File: config.mk
export PLATFORM = sky130hd
export DESIGN_NAME = flash_status_gen
export DESIGN_NICKNAME = d
export VERILOG_FILES = /design/src/rtl/flash_status_pkg.sv /design/src/rtl/fsg_guard_timer.sv /design/src/rtl/fsg_toggle_bits.sv /design/src/rtl/fsg_mode_ctrl.sv /design/src/rtl/flash_status_gen.sv
export SDC_FILE = /design/constraint.sdc
export NUM_CORES = 1
export LEC_CHECK = 0
export BUFFER_PORTS_ARGS = -buffer_cell sky130_fd_sc_hd__buf_4
export CORE_AREA = 2 2 80 113
export DETAILED_ROUTE_END_ITERATION = 6
export DIE_AREA = 0 0 82 115
export HOLD_SLACK_MARGIN = 0.05
export SLEW_MARGIN = 20
export SYNTH_ARGS = -nofsm -noshare
export SYNTH_HDL_FRONTEND = slang
export SYNTH_SLANG_ARGS = --single-unit
File: constraint.sdc
create_clock -name clk_i -period 5.4 [get_ports clk_i]
set_input_delay 0.81 -clock clk_i [delete_from_list [all_inputs] [get_ports clk_i]]
set_output_delay 0.81 -clock clk_i [all_outputs]
set_load 0.05 [all_outputs]
File: src/rtl/flash_status_pkg.sv
package flash_status_pkg;
  typedef enum logic [2:0] {
    M_IDLE, M_PROG, M_ERASE, M_SUSP, M_SUSP_PROG, M_GUARD
  } mode_e;

  function automatic logic mode_busy(mode_e m);
    return (m == M_PROG) || (m == M_ERASE) || (m == M_SUSP_PROG) || (m == M_GUARD);
  endfunction
endpackage

File: src/rtl/fsg_guard_timer.sv
module fsg_guard_timer #(
  parameter int CNT_W = 8
) (
  input  logic             clk_i,
  input  logic             rst_ni,
  input  logic             load_i,
  input  logic [CNT_W-1:0] load_val_i,
  input  logic             run_i,
  output logic             expire_o
);
  logic [CNT_W-1:0] cnt_q;

  always_ff @(posedge clk_i or negedge rst_ni) begin
    if (!rst_ni)                    cnt_q <= '0;
    else if (load_i)                cnt_q <= load_val_i;
    else if (run_i && cnt_q != '0)  cnt_q <= cnt_q - 1'b1;
  end

  assign expire_o = run_i && (cnt_q == CNT_W'(1));

  // window never runs on an empty count
  p_guard_live_r6: assert property (@(posedge clk_i) disable iff (!rst_ni)
    run_i |-> cnt_q != '0);
endmodule

File: src/rtl/fsg_toggle_bits.sv
module fsg_toggle_bits (
  input  logic clk_i,
  input  logic rst_ni,
  input  logic clr_i,
  input  logic flip6_i,
  input  logic flip2_i,
  output logic dq6_o,
  output logic dq2_o
);
  always_ff @(posedge clk_i or negedge rst_ni) begin
    if (!rst_ni) begin
      dq6_o <= 1'b0;
      dq2_o <= 1'b0;
    end else if (clr_i) begin
      dq6_o <= 1'b0;
      dq2_o <= 1'b0;
    end else begin
      if (flip6_i) dq6_o <= ~dq6_o;
      if (flip2_i) dq2_o <= ~dq2_o;
    end
  end

  p_clear_r9: assert property (@(posedge clk_i) disable iff (!rst_ni)
    clr_i |=> !dq6_o && !dq2_o);
endmodule

File: src/rtl/fsg_mode_ctrl.sv
module fsg_mode_ctrl
  import flash_status_pkg::*;
#(
  parameter int NUM_SECTORS = 8,
  parameter int SEC_W       = 3,
  parameter int CNT_W       = 8,
  parameter int PROG_CYC    = 4,
  parameter int ERASE_CYC   = 100
) (
  input  logic                   clk_i,
  input  logic                   rst_ni,
  input  logic                   prog_start_i,
  input  logic [SEC_W-1:0]       prog_sect_i,
  input  logic                   erase_start_i,
  input  logic [NUM_SECTORS-1:0] erase_sel_i,
  input  logic [NUM_SECTORS-1:0] protect_i,
  input  logic                   suspend_i,
  input  logic                   resume_i,
  input  logic                   op_done_i,
  input  logic                   expire_i,
  output mode_e                  mode_o,
  output logic [NUM_SECTORS-1:0] mask_o,
  output logic                   cmd_o,
  output logic                   load_o,
  output logic [CNT_W-1:0]       load_val_o
);
  localparam logic [CNT_W-1:0] PROG_LD  = CNT_W'(PROG_CYC);
  localparam logic [CNT_W-1:0] ERASE_LD = CNT_W'(ERASE_CYC);

  mode_e                  mode_q, mode_d;
  logic [NUM_SECTORS-1:0] mask_q, mask_d, live_sel;

  assign live_sel = erase_sel_i & ~protect_i;

  always_comb begin
    mode_d     = mode_q;
    mask_d     = mask_q;
    cmd_o      = 1'b0;
    load_o     = 1'b0;
    load_val_o = '0;
    unique case (mode_q)
      M_IDLE: begin
        if (erase_start_i) begin
          cmd_o = 1'b1;
          if (live_sel == '0) begin
            mode_d     = M_GUARD;
            mask_d     = '0;
            load_o     = 1'b1;
            load_val_o = ERASE_LD;
          end else begin
            mode_d = M_ERASE;
            mask_d = live_sel;
          end
        end else if (prog_start_i) begin
          cmd_o = 1'b1;
          if (protect_i[prog_sect_i]) begin
            mode_d     = M_GUARD;
            load_o     = 1'b1;
            load_val_o = PROG_LD;
          end else begin
            mode_d = M_PROG;
          end
        end
      end
      M_PROG: if (op_done_i) mode_d = M_IDLE;
      M_ERASE: begin
        if (op_done_i) begin
          mode_d = M_IDLE;
          mask_d = '0;
        end else if (suspend_i) begin
          mode_d = M_SUSP;
          cmd_o  = 1'b1;
        end
      end
      M_SUSP: begin
        if (resume_i) begin
          mode_d = M_ERASE;
          cmd_o  = 1'b1;
        end else if (prog_start_i && !protect_i[prog_sect_i]) begin
          mode_d = M_SUSP_PROG;
          cmd_o  = 1'b1;
        end
      end
      M_SUSP_PROG: if (op_done_i) mode_d = M_SUSP;
      M_GUARD:     if (expire_i)  mode_d = M_IDLE;
      default:     mode_d = M_IDLE;
    endcase
  end

  always_ff @(posedge clk_i or negedge rst_ni) begin
    if (!rst_ni) begin
      mode_q <= M_IDLE;
      mask_q <= '0;
    end else begin
      mode_q <= mode_d;
      mask_q <= mask_d;
    end
  end

  assign mode_o = mode_q;
  assign mask_o = mask_q;

  // a false-busy window never carries an erase set
  p_guard_no_set_r7: assert property (@(posedge clk_i) disable iff (!rst_ni)
    mode_q == M_GUARD |-> mask_q == '0);
  // erase set never holds a protected sector at latch time
  p_set_unprot_r8: assert property (@(posedge clk_i) disable iff (!rst_ni)
    (mode_q == M_IDLE && erase_start_i) |=> (mask_q & $past(protect_i)) == '0);
endmodule

File: src/rtl/flash_status_gen.sv
module flash_status_gen
  import flash_status_pkg::*;
#(
  parameter int NUM_SECTORS = 8,
  parameter int ADDR_W      = 16,
  parameter int DATA_W      = 8,
  parameter int CLK_MHZ     = 250,
  parameter int PROG_US     = 1,
  parameter int ERASE_US    = 100
) (
  input  logic                   clk_i,
  input  logic                   rst_ni,
  input  logic                   prog_start_i,
  input  logic [ADDR_W-1:0]      prog_addr_i,
  input  logic                   erase_start_i,
  input  logic [NUM_SECTORS-1:0] erase_sel_i,
  input  logic [NUM_SECTORS-1:0] protect_i,
  input  logic                   suspend_i,
  input  logic                   resume_i,
  input  logic                   op_done_i,
  input  logic                   rd_strobe_i,
  input  logic [ADDR_W-1:0]      rd_addr_i,
  input  logic [DATA_W-1:0]      array_data_i,
  output logic                   busy_n_o,
  output logic [DATA_W-1:0]      rd_data_o
);
  localparam int SEC_W     = $clog2(NUM_SECTORS);
  localparam int PROG_CYC  = CLK_MHZ * PROG_US;
  localparam int ERASE_CYC = CLK_MHZ * ERASE_US;
  localparam int MAX_CYC   = (ERASE_CYC > PROG_CYC) ? ERASE_CYC : PROG_CYC;
  localparam int CNT_W     = $clog2(MAX_CYC + 1);

  mode_e                  mode;
  logic [NUM_SECTORS-1:0] mask;
  logic                   cmd, load, expire, dq6, dq2;
  logic [CNT_W-1:0]       load_val;
  logic [SEC_W-1:0]       rd_sect, prog_sect;
  logic                   busy, hit, status_rd, flip6, flip2;
  logic [DATA_W-1:0]      status_word, rd_data_q;

  assign rd_sect   = rd_addr_i[ADDR_W-1 -: SEC_W];
  assign prog_sect = prog_addr_i[ADDR_W-1 -: SEC_W];
  assign busy      = mode_busy(mode);
  assign hit       = mask[rd_sect];
  assign status_rd = busy || (mode == M_SUSP && hit);
  assign flip6     = rd_strobe_i && busy;
  assign flip2     = rd_strobe_i && hit &&
                     (mode == M_ERASE || mode == M_SUSP || mode == M_SUSP_PROG);

  fsg_mode_ctrl #(
    .NUM_SECTORS(NUM_SECTORS), .SEC_W(SEC_W), .CNT_W(CNT_W),
    .PROG_CYC(PROG_CYC), .ERASE_CYC(ERASE_CYC)
  ) u_mode (
    .clk_i, .rst_ni, .prog_start_i, .prog_sect_i(prog_sect),
    .erase_start_i, .erase_sel_i, .protect_i, .suspend_i, .resume_i,
    .op_done_i, .expire_i(expire), .mode_o(mode), .mask_o(mask),
    .cmd_o(cmd), .load_o(load), .load_val_o(load_val)
  );

  fsg_guard_timer #(.CNT_W(CNT_W)) u_timer (
    .clk_i, .rst_ni, .load_i(load), .load_val_i(load_val),
    .run_i(mode == M_GUARD), .expire_o(expire)
  );

  fsg_toggle_bits u_tog (
    .clk_i, .rst_ni, .clr_i(cmd), .flip6_i(flip6), .flip2_i(flip2),
    .dq6_o(dq6), .dq2_o(dq2)
  );

  always_comb begin
    status_word    = array_data_i;
    status_word[6] = dq6;
    status_word[2] = dq2;
  end

  always_ff @(posedge clk_i or negedge rst_ni) begin
    if (!rst_ni)          rd_data_q <= '0;
    else if (rd_strobe_i) rd_data_q <= status_rd ? status_word : array_data_i;
  end

  assign rd_data_o = rd_data_q;
  assign busy_n_o  = ~busy;

  p_hold_r11: assert property (@(posedge clk_i) disable iff (!rst_ni)
    !rd_strobe_i |=> $stable(rd_data_o));
  p_array_pass_r10: assert property (@(posedge clk_i) disable iff (!rst_ni)
    (rd_strobe_i && busy_n_o && !(mode == M_SUSP && hit)) |=> rd_data_o == $past(array_data_i));
endmodule

* Yosys cells after proc, flatten, opt, wreduce, memory -nomap -nowiden
Index checks and enable logic that the tools add are counted.
W data, S select, Z words.
** Storage, ports and cells
- Register bits :: 36
- Input bits :: 64
- Output and inout bits :: 9
- Word-level logic and storage cells :: 95
** Cells by class
- Add/subtract/negate cells :: 1
- Magnitude comparators :: 2
- Eq/ne operators :: 14
- Mux-type cells :: 44
- Bitwise gates (word level) :: 5
- Reductions and logical operators :: 23
** Operators by type and width (count)
- $mux W15 :: 6
- $mux W3 :: 11
- $mux W8 :: 4
- $pmux W3 S6 :: 1
- $mux W1 :: 17
- $pmux W8 S2 :: 1
- $eq A15 B1 Y1 const B :: 1
- $reduce_bool A15 Y1 :: 1
- $sub A15 B1 Y15 const B :: 1
- $ne A2 B2 Y1 const B :: 5
- $and A8 B8 Y8 :: 1
- $logic_not A8 Y1 :: 1
- $lt A3 B4 Y1 const B :: 2
- $not A8 Y8 :: 1
- $reduce_bool A2 Y1 :: 4
- $logic_and A1 B1 Y1 :: 7
- $mux W7 :: 1
- $bmux W1 S3 :: 2
- $eq A3 B2 Y1 const B :: 2
- $eq A3 B3 Y1 const B :: 2
- $logic_or A1 B1 Y1 :: 6
- $ne A3 B3 Y1 const B :: 2
- $reduce_and A6 Y1 :: 1
- $eq A3 B1 Y1 const B :: 1
- other kinds (6) :: 8

* Longest topological paths before layout
Gate-level depths: netlist (run 1).
- Word-level depth :: 8
- Depth in mapped cells :: 7
- Gate-level depth less buffers :: 7

* By module
From an unflattened synthesis (run 1), not the netlist that was laid out.
** Unflattened totals
- Cell total of the unflattened synthesis :: 261
- Area total of the unflattened synthesis :: 2491.1 um^2
** Modules (own cells, without submodules)
- fsg_guard_timer :: instances 1, cells an instance 111, area each 978.4 um^2, sequential area each 375.4 um^2
- fsg_mode_ctrl :: instances 1, cells an instance 104, area each 940.9 um^2, sequential area each 275.3 um^2
- flash_status_gen :: instances 1, cells an instance 40, area each 496.7 um^2, sequential area each 200.2 um^2
- fsg_toggle_bits :: instances 1, cells an instance 6, area each 75.1 um^2, sequential area each 50.0 um^2

* Worst setup path after synthesis (run 1)
No wires, ideal clock.
- Kind :: input -> register
- Start :: input prog_addr_i[13]
- End :: register u_mode.mode_q[0], in the netlist u_mode.mode_o[0]
- Library setup time :: 0.125 ns
- Arrival :: 2.383 ns
- Required time :: 5.275 ns
- Setup slack :: 2.892 ns
- Stages :: 7
- Buffers on the path :: 1
- Cells stage by stage :: clkbuf_1 > mux2i_1 > nand3b_1 > nand4_1 > a211oi_1 > or4_4 > mux2_4
** Between the ends
- Longest elaborated chain between the ends :: 6
** RTL lines
- start, declared :: RTL line flash_status_gen.sv:14 : input logic [ADDR_W-1:0] prog_addr_i,
- $bmux W1 S3 :: RTL line fsg_mode_ctrl.sv:79 : end else if (prog_start_i && !protect_i[prog_sect_i]) begin
- $mux W1 (implied by the code) :: RTL line fsg_mode_ctrl.sv:79
- $logic_not A1 Y1 :: RTL line fsg_mode_ctrl.sv:79
- $logic_and A1 B1 Y1 :: RTL line fsg_mode_ctrl.sv:79
- $ne A3 B2 Y1 (no line)
- $reduce_and A6 Y1 (no line)
- end signal, assigned :: RTL line fsg_mode_ctrl.sv:95 : mode_q <= mode_d;
- end, declared :: RTL line fsg_mode_ctrl.sv:30 : mode_e mode_q, mode_d;
Every way passes these cells. The select of a mux whose other input is x is not followed.
A chain may end at the register's enable or synchronous reset.

* Worst setup path after layout (run 1)
- Start :: register u_mode.mode_q[0], in the netlist u_mode.mode_o[0]
- End :: output busy_n_o
** Between the ends
- Longest elaborated chain between the ends :: 5
- Elaborated cells on any way between the ends :: 8
- Those cells by class :: 4 x eq/ne; 1 x bitwise; 3 x reduce/logical
** RTL lines
- $eq A3 B1 Y1 / $eq A3 B2 Y1 (equally long branches) :: RTL line flash_status_pkg.sv:7 : return (m == M_PROG) || (m == M_ERASE) || (m == M_SUSP_PROG) || (m == M_GUARD);
- $logic_or A1 B1 Y1 (2 in series) :: RTL line flash_status_pkg.sv:7
- $logic_or A1 B1 Y1 * :: RTL line flash_status_pkg.sv:7
- $not A1 Y1 * :: RTL line flash_status_gen.sv:82 : assign busy_n_o = ~busy;
- end, declared :: RTL line flash_status_gen.sv:24 : output logic busy_n_o,
Every way passes the cells marked *; elsewhere a longest branch is shown, timed or not.

==> results of run 1 <==
==> routing by layer <==
layer | vias up | GRT usage | routed length [um] | share of wire
met5 | - | 0 | 0 | 0
met4 | 0 | 0.0500 | 76 | 0.016
met3 | 4 | 0.0212 | 140 | 0.030
met2 | 29 | 0.173 | 2400 | 0.51
met1 | 826 | 0.137 | 2110 | 0.45
li1 | 855 | - | - | -
==> cell usage in the layout (no fill, tap or decap), drive strengths merged, types with 3 or more instances in the layout <==
master	Yosys	final
a21oi	7	7
buf	0	46
clkbuf	7	6
dfrtp	36	36
inv	4	4
mux2	9	9
mux2i	7	7
nand2	23	23
nand2b	12	12
nand3	5	5
nand3b	5	5
nand4	5	5
nor2	24	24
nor3	6	6
o21ai	9	9
o31ai	9	9
or3	3	3
or4	3	3
xnor2	4	4
xor2	9	9
==> worst max path at each step <==
| stage | endpoint | slack (ns) | depth (start not counted) |
|---|---|---|---|
| 2_1_floorplan | u_mode.mode_o[0] | 2.89 | 7 |
| 5_1_grt | busy_n_o | 2.84 | 3 |
| 4_1_cts | busy_n_o | 2.94 | 3 |
| 3_3_place_gp | u_timer.cnt_q[2] | 2.87 | 7 |
| 3_5_place_dp | u_timer.cnt_q[10] | 2.84 | 7 |
| 6_report | busy_n_o | 2.93 | 3 |
==> cells by family (layout without fill, tap and decap cells) <==
group	after synthesis	in the layout	share of synthesized area
and+or+nand+nor	92	92	0.236
AOI/OAI and AO/OA	40	40	0.130
DFF	36	36	0.438
muxes	18	18	0.109
xor gates and xnor gates	13	13	0.0554
buffers and inverters	11	57	0.0201
adders and majority gates	2	2	0.0122
==> Yosys cell counts, types with 2 or more instances <==
master	number
dfrtp_1	36
nor2_1	24
nand2_1	23
nand2b_1	12
o21ai_0	9
o31ai_1	9
xor2_1	9
a21oi_1	7
clkbuf_1	7
mux2_2	7
mux2i_1	7
nand3_1	5
nand3b_1	5
nand4_1	5
nor3_1	5
inv_1	4
xnor2_1	4
or3_1	3
a31oi_1	2
a41oi_1	2
ha_1	2
mux2_4	2
mux4_2	2
or4_4	2
==> through the flow <==
stage,area (um^2),utilization,hold WS (ns),cells,power [uW]
2_1_floorplan,2060,-,0.443,212,784
3_3_place_gp,2510,0.298,0.460,356,896
3_5_place_dp,2510,0.298,0.464,356,905
4_1_cts,2640,0.314,0.476,363,1180
5_1_grt,2640,0.314,0.500,363,1260
6_report,2640,0.314,0.475,363,1170
==> critical path, stage by stage (launching register included) <==
cell     delay (ns)
dfrtp_1        0.54
or3_1          0.55
nand2_1        0.10
buf_4          0.20
==> registers in the layout, summed over array words and instances, names as in the netlist <==
name and count:
u_timer.cnt_q 15, u_tog.dq6_o 1, u_mode.mode_o 3, rd_data_o 8
u_mode.mask_o 8, u_tog.dq2_o 1
==> area by class of cell <==
| cell class | instances | area [um^2] |
|---|---|---|
| Timing Repair Buffer | 46 | 345 |
| Fill cell | 883 | 5770 |
| Multi-Input combinational cell | 165 | 1110 |
| Inverter | 4 | 15.0 |
| Sequential cell | 36 | 901 |
| Tap cell | 105 | 131 |
| Clock buffer | 6 | 129 |
| Clock inverter | 1 | 5.00 |
==> power by group through the flow <==
stage	registers, uW	clock network (uW)	logic [uW]
6_report	432	270	469
3_3_place_gp	432	0	464
2_1_floorplan	438	0	346
4_1_cts	430	279	473
5_1_grt	444	291	520
3_5_place_dp	434	0	470
==> results.yml, run 1 <==
job:
  maxCapViolCount: 0
timing:
  maxSlewViolCount: 0
  fin_crit_sh: 0.458
  relSlewSlack: 0.288
  max_freq_mhz: 404
  final.min_clock_period_ns: 2.47
  clock_skew_ns: 0.00346
  hold_violations: 0
  rsz0062_at_grt: "no"
  worst_slack_ns: 2.93
  worst_pin_slew_ns: 1.07
  setup_tns_ns: 0
  setup_viol: 0
synth:
  async_flop_share: 1.00
  synth.area.top_cells: "dfrtp_1 44%, nor2_1 4.4%, nand2_1 4.2%"
  ys_seq_area_frac: 0.438
  ys_dominant_reg_cell: "dfrtp_1"
  synth_warnings: 0
  synth_top_area_cell: "dfrtp_1"
  synth_fp_nets: 278
  synth_area_um2: 2060
  synth_cell_types: 43
  synth_cells: 212
  avgSynthCellArea_um2: 9.70
  synth_edf_count: 0
  yosysTopAreaCellShare: 0.438
  synth_seq_cells: 36
power_and_ir_drop:
  p_per_area_nw_per_um2: 444
  p_seq_frac: 0.369
  p_int_uw: 728
  power.share.clock: 0.231
  ir_drop_mv: 0.186
  swShare: 0.379
  power.net_switching_uw: 444
  combPwrFrac: 0.400
  p_leak_uw: 0.00116
critical_path:
  worstPathRequired_ns: 4.59
  setup.worst_path.start_class: "register"
  cp_max_fo: 16
  cp-startpoint: "u_mode.mode_o[0]"
  rr_endpoint: "u_mode.mode_o[0]"
  endpoint_kind: "output port"
  ff2ff_path_depth: 5
  worst-endpoint-arrival_ns: 1.66
  crit_type: "register to output port"
  r2r-start: "u_timer.cnt_q[11]"
  r2r_setup_slack_ns: 3.03
detailed_routing:
  detail-route-antenna-nets: 0
  via_count: 1714
  first_iter_violations: 66
  routed_via_density: 4.72
  firstDrtPassIters: 4
  wirelength_mm: 4.72
  wl_per_cell_um: 13.0
  drc: 0
clock_network:
  postCtsHoldBufs: 0
  path_clk_slew_ns: 0.05
  cts_buffer_depth: 2
  clk_latency_ns: 0.27
  cts-root-buf: "clkbuf_16"
  cts_setup_buffers: 0
  cts_tree: "done"
  cts_sinks: 36
  cts_htree_levels: 2
  cts_made_buffers: 5
  cts_resized: 0
min_path:
  hold_class: "register to register"
  hp-start: "u_mode.mask_o[7]"
  min_path_cells: 2
  min_to: "u_mode.mask_o[7]"
grt:
  grt_max_degree: 37
  grt_pass1_vias: 1628
  antenna_found_initial: 0
  grt_overflow: 0
  grt_pass1_wl_mm: 7.81
  grt_util_all_layers: 0.107
run_status:
  status: "finished clean"
place:
  port_buffers: 46
  gp_congestion: 0.792
  dp_hpwl_mm: 3.59
  pre_cts_ws_ns: 2.84
floorplanning:
  fp.dieH_um: 115
  die_w_um: 82
  die-area_um2: 9430
  core_um2: 8410
  num_rows: 40
  io-pin-count: 73
  start_util: 0.244
cells_and_area:
  diodes: 0
  area_growth_pct: 28.4
  fin_nets: 324
  drive_above_1_share: 0.264
Note: power is estimated with default switching activity, not from simulation.
==> inputs of run 2 (changes only) <==
==> constraint.sdc (replaced) <==
create_clock -name clk_i -period 2.42 [get_ports clk_i]
set_input_delay 0.363 -clock clk_i [delete_from_list [all_inputs] [get_ports clk_i]]
set_output_delay 0.363 -clock clk_i [all_outputs]
set_load 0.05 [all_outputs]
==> results.yml, run 2 (synthesized netlist as in run 1, its figures left out) <==
critical_path:
  ff2ff_path_depth: 5
  setup.worst_path.start_class: "register"
  cp_max_fo: 4
  endpoint_kind: "register"
  worst-endpoint-arrival_ns: 2.45
  crit_type: "register to register"
  worstPathRequired_ns: 2.58
cells_and_area:
  largest-register: "u_timer.cnt_q"
  seq_area_um2: 901
  area_growth_pct: 31.2
  drive_above_1_share: 0.287
  layout_commonest_cell: "buf_4"
  multi_input_comb_area_um2: 1110
  final_cells: 370
  final_cell_mix: "53 x buf_4, 36 x dfrtp_1, 24 x nor2_1"
  diodes: 0
  fin_nets: 331
  fillers: 889
  largest_register_ffs: 15
  final_util: 0.321
clock_network:
  cts_htree_levels: 2
  cts_resized: 0
  cts_buffer_depth: 2
  cts_setup_buffers: 0
  postCtsHoldBufs: 0
  cts_tree: "done"
  cts_made_buffers: 5
  cts-root-buf: "clkbuf_16"
  clk_latency_ns: 0.28
  cts_sinks: 36
  path_clk_slew_ns: 0.06
timing:
  relSlewSlack: 0.300
  max_freq_mhz: 437
  final.min_clock_period_ns: 2.29
  clock_skew_ns: 0.00436
  worst_slack_ns: 0.132
  fin_crit_sh: 0.946
  maxSlewViolCount: 0
  setup_viol: 0
  worst_pin_slew_ns: 1.05
  hold_violations: 0
  rsz0062_at_grt: "no"
  setup_tns_ns: 0
detailed_routing:
  wirelength_mm: 4.87
  detail-route-antenna-nets: 0
  drc: 0
  firstDrtPassIters: 4
  routed_via_density: 4.72
  first_iter_violations: 52
  wl_per_cell_um: 13.2
  via_count: 1748
grt:
  grt_max_degree: 37
  antenna_found_initial: 0
  grt_overflow: 0
  grt_util_all_layers: 0.113
  grt_pass1_vias: 1772
  grt_pass1_wl_mm: 8.24
floorplanning:
  core_um2: 8410
  fp.dieH_um: 115
  start_util: 0.244
  die_w_um: 82
  io-pin-count: 73
  die-area_um2: 9430
  num_rows: 40
place:
  gp_congestion: 0.791
  port_buffers: 46
  dp_hpwl_mm: 3.78
  dp_cells: 363
  pre_cts_ws_ns: 0.127
run_status:
  status: "finished clean"
power_and_ir_drop:
  p_per_area_nw_per_um2: 996
  ir_drop_mv: 0.313
  p_leak_uw: 0.00119
min_path:
  hold_class: "input port to asynchronous set/reset pin"
job:
  maxCapViolCount: 0
[run 2: final timing paths]
| kind | end | slack, ns | startpoint |
|---|---|---|---|
| min in group clk_i | rd_data_o[1] | 0.31 | array_data_i[1] |
| max reg2reg | u_mode.mode_o[2] | 0.13 | u_timer.cnt_q[11] |
| min reg2reg | u_mode.mask_o[2] | 0.47 | u_mode.mask_o[2] |
| max in group asynchronous | rd_data_o[0] | 2.05 | rst_ni |
| max | u_mode.mode_o[2] | 0.13 | u_timer.cnt_q[11] |
| min | u_timer.cnt_q[3] | 0.03 | rst_ni |
[run 2: critical path: stages (launching register included)]
cell and delay (ns):
dfrtp_1 0.41, or4_4 0.58, nor3_4 0.19, a41oi_1 0.15
or4_4 0.54, mux2_4 0.31
[run 2: per-stage QoR]
step / power, uW / hold WS [ns] / area, um^2
3_3_place_gp: 2060 / 0.348 / 2560
3_5_place_dp: 2090 / 0.354 / 2560
2_1_floorplan: 1750 / 0.0674 / 2060
4_1_cts: 2710 / 0.0542 / 2700
6_report: 2680 / 0.0297 / 2700
5_1_grt: 2890 / 0.0699 / 2700
[run 2: layout make-up]
class | count | share of cell area
sequential | 36 | 0.334
clock inverter | 2 | 0.00464
clock buffer | 5 | 0.0464
tap | 105 | 0.0487
multi-input combinational | 165 | 0.413
inverter | 4 | 0.00557
timing repair buffer | 53 | 0.148
[run 2: routing by layer]
metal / routed length [um] / GRT usage / share of wire / vias to the layer above
met5: 0 / 0 / 0 / -
met4: 100 / 0.0500 / 0.021 / 0
met3: 185 / 0.0243 / 0.038 / 6
met2: 2500 / 0.188 / 0.51 / 38
met1: 2080 / 0.139 / 0.43 / 837
li1: - / - / - / 867
[run 2: power by group]
| group | switching, uW | internal, uW | leakage [uW] |
|---|---|---|---|
| clock network | 242 | 373 | 0.0000657 |
| logic | 635 | 513 | 0.000684 |
| registers | 139 | 782 | 0.000443 |
